===== src/rtl/xonxoff_detect_pkg.sv =====
package xonxoff_detect_pkg;
  typedef enum logic {SEQ_IDLE, SEQ_SEEN} seq_e;
  localparam int NCODES   = 4;
  localparam int IDX_OFF1 = 0;
  localparam int IDX_OFF2 = 1;
  localparam int IDX_ON1  = 2;
  localparam int IDX_ON2  = 3;
endpackage


===== src/rtl/xonxoff_detect_match.sv =====
module xonxoff_detect_match #(
  parameter int DW = 8,
  parameter int NC = 4
) (
  input  logic [DW-1:0]         data_i,
  input  logic [NC-1:0][DW-1:0] code_i,
  output logic [NC-1:0]         hit_o
);
  for (genvar i = 0; i < NC; i++) begin : g_cmp
    assign hit_o[i] = (data_i == code_i[i]);
  end
endmodule


===== src/rtl/xonxoff_detect_seq.sv =====
module xonxoff_detect_seq
  import xonxoff_detect_pkg::*;
(
  input  logic              clk_i,
  input  logic              rst_ni,
  input  logic              valid_i,
  input  logic [NCODES-1:0] hit_i,
  input  logic              en_i,
  input  logic              pair_i,
  input  logic              any_i,
  input  logic              special_i,
  output logic              halt_o,
  output logic              xoff_hit_o,
  output logic              xon_hit_o,
  output logic              spec_hit_o,
  output logic              fwd_cur_o,
  output logic              fwd_held_o,
  output logic              start_o
);
  seq_e seq_q, seq_d;
  logic halted_q, halted_d;
  logic any_case, first, second, seen, complete, start, fwd_cur;

  always_comb begin
    any_case = halted_q && any_i;
    first    = halted_q ? hit_i[IDX_ON1] : hit_i[IDX_OFF1];
    second   = halted_q ? hit_i[IDX_ON2] : hit_i[IDX_OFF2];
    seen     = (seq_q == SEQ_SEEN);
    complete = en_i && (any_case || (pair_i ? (seen && second) : first));
    start    = en_i && !any_case && pair_i && !complete && first;
    fwd_cur  = !en_i || (any_case ? !hit_i[IDX_ON1] : (!complete && !start));
  end

  assign xoff_hit_o = valid_i && complete && !halted_q;
  assign xon_hit_o  = valid_i && complete && halted_q;
  assign start_o    = valid_i && start;
  assign fwd_cur_o  = valid_i && fwd_cur;
  assign fwd_held_o = valid_i && seen && (!complete || any_case);
  assign spec_hit_o = valid_i && special_i && hit_i[IDX_OFF2] && fwd_cur;

  always_comb begin
    seq_d = seq_q;
    if (valid_i) seq_d = start ? SEQ_SEEN : SEQ_IDLE;
    halted_d = halted_q;
    if (!en_i) halted_d = 1'b0;
    else if (valid_i && complete) halted_d = !halted_q;
  end

  always_ff @(posedge clk_i or negedge rst_ni) begin
    if (!rst_ni) begin
      seq_q    <= SEQ_IDLE;
      halted_q <= 1'b0;
    end else begin
      seq_q    <= seq_d;
      halted_q <= halted_d;
    end
  end

  assign halt_o = halted_q;
endmodule


===== src/rtl/xonxoff_detect_irq.sv =====
module xonxoff_detect_irq (
  input  logic clk_i,
  input  logic rst_ni,
  input  logic en_i,
  input  logic irq_en_i,
  input  logic xoff_hit_i,
  input  logic xon_hit_i,
  input  logic spec_hit_i,
  input  logic iid_read_i,
  output logic flag_o,
  output logic irq_n_o
);
  logic stop_q, spec_q;

  always_ff @(posedge clk_i or negedge rst_ni) begin
    if (!rst_ni) begin
      stop_q <= 1'b0;
      spec_q <= 1'b0;
    end else begin
      if (!en_i)                       stop_q <= 1'b0;
      else if (xoff_hit_i && irq_en_i) stop_q <= 1'b1;
      else if (xon_hit_i)              stop_q <= 1'b0;
      // a new special hit wins over a concurrent read
      if (spec_hit_i && irq_en_i)      spec_q <= 1'b1;
      else if (iid_read_i)             spec_q <= 1'b0;
    end
  end

  assign flag_o  = stop_q | spec_q;
  assign irq_n_o = ~(stop_q | spec_q);
endmodule


===== src/rtl/xonxoff_detect_fwd.sv =====
module xonxoff_detect_fwd #(
  parameter int DW = 8
) (
  input  logic          clk_i,
  input  logic          rst_ni,
  input  logic          valid_i,
  input  logic [DW-1:0] data_i,
  input  logic          fwd_cur_i,
  input  logic          fwd_held_i,
  input  logic          start_i,
  output logic          we_o,
  output logic [DW-1:0] data_o
);
  logic          we_q, pend_q;
  logic [DW-1:0] data_q, pend_d_q, hold_q;

  always_ff @(posedge clk_i or negedge rst_ni) begin
    if (!rst_ni) begin
      we_q     <= 1'b0;
      pend_q   <= 1'b0;
      data_q   <= '0;
      pend_d_q <= '0;
      hold_q   <= '0;
    end else begin
      we_q <= 1'b0;
      if (valid_i) begin
        if (start_i) hold_q <= data_i;
        if (fwd_held_i) begin
          we_q   <= 1'b1;
          data_q <= hold_q;
          if (fwd_cur_i) begin
            pend_q   <= 1'b1;
            pend_d_q <= data_i;
          end
        end else if (fwd_cur_i) begin
          we_q   <= 1'b1;
          data_q <= data_i;
        end
      end else if (pend_q) begin
        we_q   <= 1'b1;
        data_q <= pend_d_q;
        pend_q <= 1'b0;
      end
    end
  end

  assign we_o   = we_q;
  assign data_o = data_q;
endmodule


===== src/rtl/xonxoff_detect.sv =====
module xonxoff_detect
  import xonxoff_detect_pkg::*;
#(
  parameter int DW = 8
) (
  input  logic          clk_i,
  input  logic          rst_ni,
  input  logic          rx_valid_i,
  input  logic [DW-1:0] rx_data_i,
  input  logic [DW-1:0] xoff1_code_i,
  input  logic [DW-1:0] xoff2_code_i,
  input  logic [DW-1:0] xon1_code_i,
  input  logic [DW-1:0] xon2_code_i,
  input  logic          sw_fc_en_i,
  input  logic          pair_mode_i,
  input  logic          xon_any_i,
  input  logic          special_en_i,
  input  logic          fc_irq_en_i,
  input  logic          iid_read_i,
  output logic          tx_halt_o,
  output logic          fc_irq_o,
  output logic          irq_n_o,
  output logic          fifo_we_o,
  output logic [DW-1:0] fifo_data_o
);
  logic [NCODES-1:0][DW-1:0] codes;
  logic [NCODES-1:0]         hit;
  logic xoff_hit, xon_hit, spec_hit, fwd_cur, fwd_held, start;

  always_comb begin
    codes[IDX_OFF1] = xoff1_code_i;
    codes[IDX_OFF2] = xoff2_code_i;
    codes[IDX_ON1]  = xon1_code_i;
    codes[IDX_ON2]  = xon2_code_i;
  end

  xonxoff_detect_match #(.DW(DW), .NC(NCODES)) u_match (
    .data_i (rx_data_i),
    .code_i (codes),
    .hit_o  (hit)
  );

  xonxoff_detect_seq u_seq (
    .clk_i      (clk_i),
    .rst_ni     (rst_ni),
    .valid_i    (rx_valid_i),
    .hit_i      (hit),
    .en_i       (sw_fc_en_i),
    .pair_i     (pair_mode_i),
    .any_i      (xon_any_i),
    .special_i  (special_en_i),
    .halt_o     (tx_halt_o),
    .xoff_hit_o (xoff_hit),
    .xon_hit_o  (xon_hit),
    .spec_hit_o (spec_hit),
    .fwd_cur_o  (fwd_cur),
    .fwd_held_o (fwd_held),
    .start_o    (start)
  );

  xonxoff_detect_irq u_irq (
    .clk_i      (clk_i),
    .rst_ni     (rst_ni),
    .en_i       (sw_fc_en_i),
    .irq_en_i   (fc_irq_en_i),
    .xoff_hit_i (xoff_hit),
    .xon_hit_i  (xon_hit),
    .spec_hit_i (spec_hit),
    .iid_read_i (iid_read_i),
    .flag_o     (fc_irq_o),
    .irq_n_o    (irq_n_o)
  );

  xonxoff_detect_fwd #(.DW(DW)) u_fwd (
    .clk_i      (clk_i),
    .rst_ni     (rst_ni),
    .valid_i    (rx_valid_i),
    .data_i     (rx_data_i),
    .fwd_cur_i  (fwd_cur),
    .fwd_held_i (fwd_held),
    .start_i    (start),
    .we_o       (fifo_we_o),
    .data_o     (fifo_data_o)
  );
endmodule


===== config.mk =====
export PLATFORM = sky130hd
export DESIGN_NAME = xonxoff_detect
export DESIGN_NICKNAME = d
export VERILOG_FILES = /design/src/rtl/xonxoff_detect_pkg.sv /design/src/rtl/xonxoff_detect_match.sv /design/src/rtl/xonxoff_detect_seq.sv /design/src/rtl/xonxoff_detect_irq.sv /design/src/rtl/xonxoff_detect_fwd.sv /design/src/rtl/xonxoff_detect.sv
export SDC_FILE = /design/constraint.sdc
export NUM_CORES = 1
export LEC_CHECK = 0
export ABC_AREA = 1
export BUFFER_PORTS_ARGS = -buffer_cell sky130_fd_sc_hd__buf_2
export CORE_ASPECT_RATIO = 1.2
export CORE_MARGIN = 4
export CORE_UTILIZATION = 45
export CTS_BUF_LIST = sky130_fd_sc_hd__clkbuf_16
export DETAILED_ROUTE_END_ITERATION = 10
export HOLD_SLACK_MARGIN = 0.06
export PLACE_DENSITY = 0.68
export SLEW_MARGIN = 20
export SYNTH_ARGS = -nofsm -noshare
export SYNTH_HDL_FRONTEND = slang
export SYNTH_HIERARCHICAL = 1
export SYNTH_SLANG_ARGS = --single-unit

===== constraint.sdc =====
create_clock -name clk_i -period 2.2 [get_ports clk_i]
set_clock_uncertainty 0.1 [all_clocks]
set_input_delay 0.33 -clock clk_i [delete_from_list [all_inputs] [get_ports clk_i]]
set_output_delay 0.33 -clock clk_i [all_outputs]
set_load 0.02 [all_outputs]

==> results.ini <==
[die]
initial_utilization_pct = 47.27
num_rows = 27
coreArea_um2 = 4696
chipHeight_um = 84.94
fp.dieW_um = 72.11
io_pins = 61
die_area_um2 = 6125

[clock_network]
clockRootBuffer = clkbuf_16
cts_tree = built
clkLatencyLatePin_ps = 270
max-clock-path-buffers = 2
path_clk_slew_ps = 50
cts.sinks = 30
htree_levels = 2
postCtsSetupBuffers = 0
numCtsBuffers = 5

[route]
wl_um = 4929
num_vias = 2267
drt-pass1-iter-count = 4
drc = 0
first_iter_violations = 95
wire_per_inst_um = 9.646
ant_nets = 0
via_per_inst = 4.436

[finish]
antenna_cells = 0
register_area_um2 = 750.7
fin_nets = 501
drive_gt1_share_pct = 28.26
multi_input_comb_area_um2 = 1159
fillers = 455
area_delta_synth_final_pct = 30.33

[placement]
dp_hpwl_um = 4045
place_worst_setup_slack_ps = -117.7
portBuffers = 60
gp_congestion = 0.8543

[worst_setup_path]
cp_max_fo = 17
crit_type = in -> reg
end_kind = register
crit_arrival_ps = 2010
cp-start-kind = input port
cp.required_ps = 2260

[logic_synthesis]
netlist_area_um2 = 2220
synthCells = 371
postSynthAreaPerCell_um2 = 5.983
ys.warnings.count = 6
ys_ff_latch = 30
syn_nets = 420
ys_seq_area_share_pct = 33.82
ys_types = 18

[global_routing]
grt_start_max_net_pins = 31
grt_overflow = 0
antenna_found_initial = 0
grt_pass1_wl_um = 8452
grtUsageTotal_pct = 16.80
grt_pass1_vias = 2047

[power]
vdd_drop_max_mv = 0.2946
p_leak_uw = 0.001790
power.total_uw = 1672
power_density_nw_per_um2 = 578.0

[timing]
fmax_mhz = 511.9
maxSlewHeadroom_pct = 55.94
period_share_pct = 88.80
period_needed_ps = 1954
rsz0062_at_grt = false
slew_viol_final = 0
setup_violations = 0
finalHoldViolCount = 0
setup_ws_ps = 246.3
worstMarginPinSlew_ps = 661.0

[min_path]
hold_path.class = in -> reg

[flow_run]
drv_cap = 0

[status]
outcome = finished, final reports clean

==> worst paths after layout <==
kind	cells after the start	from	endpoint	slack [ps]
worst max-delay path	17	rx_data_i[2]	u_fwd/pend_d_q[6]$_DFFE_PN0P_	250
worst min-delay path	2	iid_read_i	u_irq/spec_q$_DFFE_PN0P_	140
worst max register to register	10	u_seq/halt_o$_DFFE_PN0P_	u_fwd/pend_d_q[6]$_DFFE_PN0P_	300
worst min register to register	2	u_fwd/pend_d_q[7]$_DFFE_PN0P_	u_fwd/pend_d_q[7]$_DFFE_PN0P_	380
max in group asynchronous	2	rst_ni	u_fwd/pend_d_q[1]$_DFFE_PN0P_	1040
min in group asynchronous	2	rst_ni	u_fwd/pend_d_q[3]$_DFFE_PN0P_	530
==> critical path, stage by stage <==
cell,delay [ps]
buf_2,140
inv_2,60
nand2_1,50
nand2_1,60
nor2_1,120
nand2_1,90
nor2_2,130
inv_1,50
nand2_2,60
nand3_2,80
nand3_2,100
nand2_2,50
nor2_1,260
nand3_2,140
buf_12,180
nand2_1,70
o21ai_2,50
==> metrics by stage <==
step / hold slack, ps / cell area [um2] / std cells / utilization (%) / setup TNS, ps
detailed placement: 299.4 / 2703 / 502 / 57.55 / -1463
CTS: 133.5 / 2878 / 511 / 61.28 / 0
finish: 136.3 / 2893 / 511 / 61.60 / 0
global route: 147.7 / 2893 / 511 / 61.60 / 0
floorplan: -65.59 / 2220 / 371 / - / 0
global placement: 296.1 / 2703 / 502 / 57.55 / -810.3
==> cells by family (layout without fill, tap and decap cells) <==
group                  after synthesis  after routing  synth area share [%]
buffers and inverters               77            159                 14.54
DFF                                 30             30                 33.82
AOI/OAI and AO/OA                   21             21                 6.765
and+or+nand+nor                    243            243                 44.87
==> registers in the layout, indices dropped and copies added, names as in the netlist <==
signal and count:
u_seq/halt_o 1, u_fwd/hold_q 8, u_fwd/we_o 1, u_fwd/pend_q 1, u_irq/stop_q 1, u_irq/spec_q 1
u_seq/seen 1, u_fwd/data_o 8, u_fwd/pend_d_q 8
==> where the power goes <==
part	switching [uW]	total (uW)	internal [uW]	leakage, uW
Clock	221	749	528	0.0000836
Sequential	18.5	609	590	0.000408
Combinational	187	314	127	0.00130
Total	427	1670	1250	0.00179
==> cell usage after synthesis (all sizes together) <==
cell type	count	area, um2
nand2	191	737.0
inv	72	272.8
dfrtp	30	750.7
nor2	26	97.59
nand3	24	145.1
o21ai	20	141.4
buf	5	50.04
a21oi	1	8.760
nand4	1	6.260
nor3	1	10.01
==> placed cells by master (no fill, tap or decap) <==
master,count
nor2_1,25
buf_4,16
nor3_2,1
nand2_2,4
buf_2,60
o21ai_2,8
nand2_1,185
o21ai_1,11
buf_12,2
o21ai_4,1
inv_4,2
bufinv_16,1
dlygate4sd3_1,1
inv_2,16
a21oi_2,1
nand4_1,1
clkbuf_16,5
nand3_2,6
nor2_2,1
dfrtp_1,30
nand3_1,18
clkinv_2,2
nand2_4,2
inv_1,54
==> area by class of cell <==
| class | count | share of cell area [%] |
|---|---|---|
| repair buffers | 79 | 16.26 |
| well taps | 58 | 2.509 |
| clock inverters | 3 | 1.384 |
| clock buffers | 5 | 4.325 |
| inverters | 72 | 9.516 |
| multi-input cells | 264 | 40.05 |
| flip-flops and latches | 30 | 25.95 |
==> what timing repair did <==
action / CTS / global route
resized for setup: 0 / 5
hold buffers: 1 / 0
endpoints found under the hold margin: 30 / 0
endpoints found under the setup margin: 0 / 11
==> per-layer routing <==
| metal | wire length, um | vias to the layer above | global-route usage [%] |
|---|---|---|---|
| li1 | - | 1257 | - |
| met1 | 2158 | 957 | 19.24 |
| met2 | 2479 | 51 | 30.74 |
| met3 | 255 | 2 | 3.436 |
| met4 | 36 | 0 | 4.957 |
| met5 | 0 | - | 0 |
No activity file was read; power rests on OpenSTA's default activity.
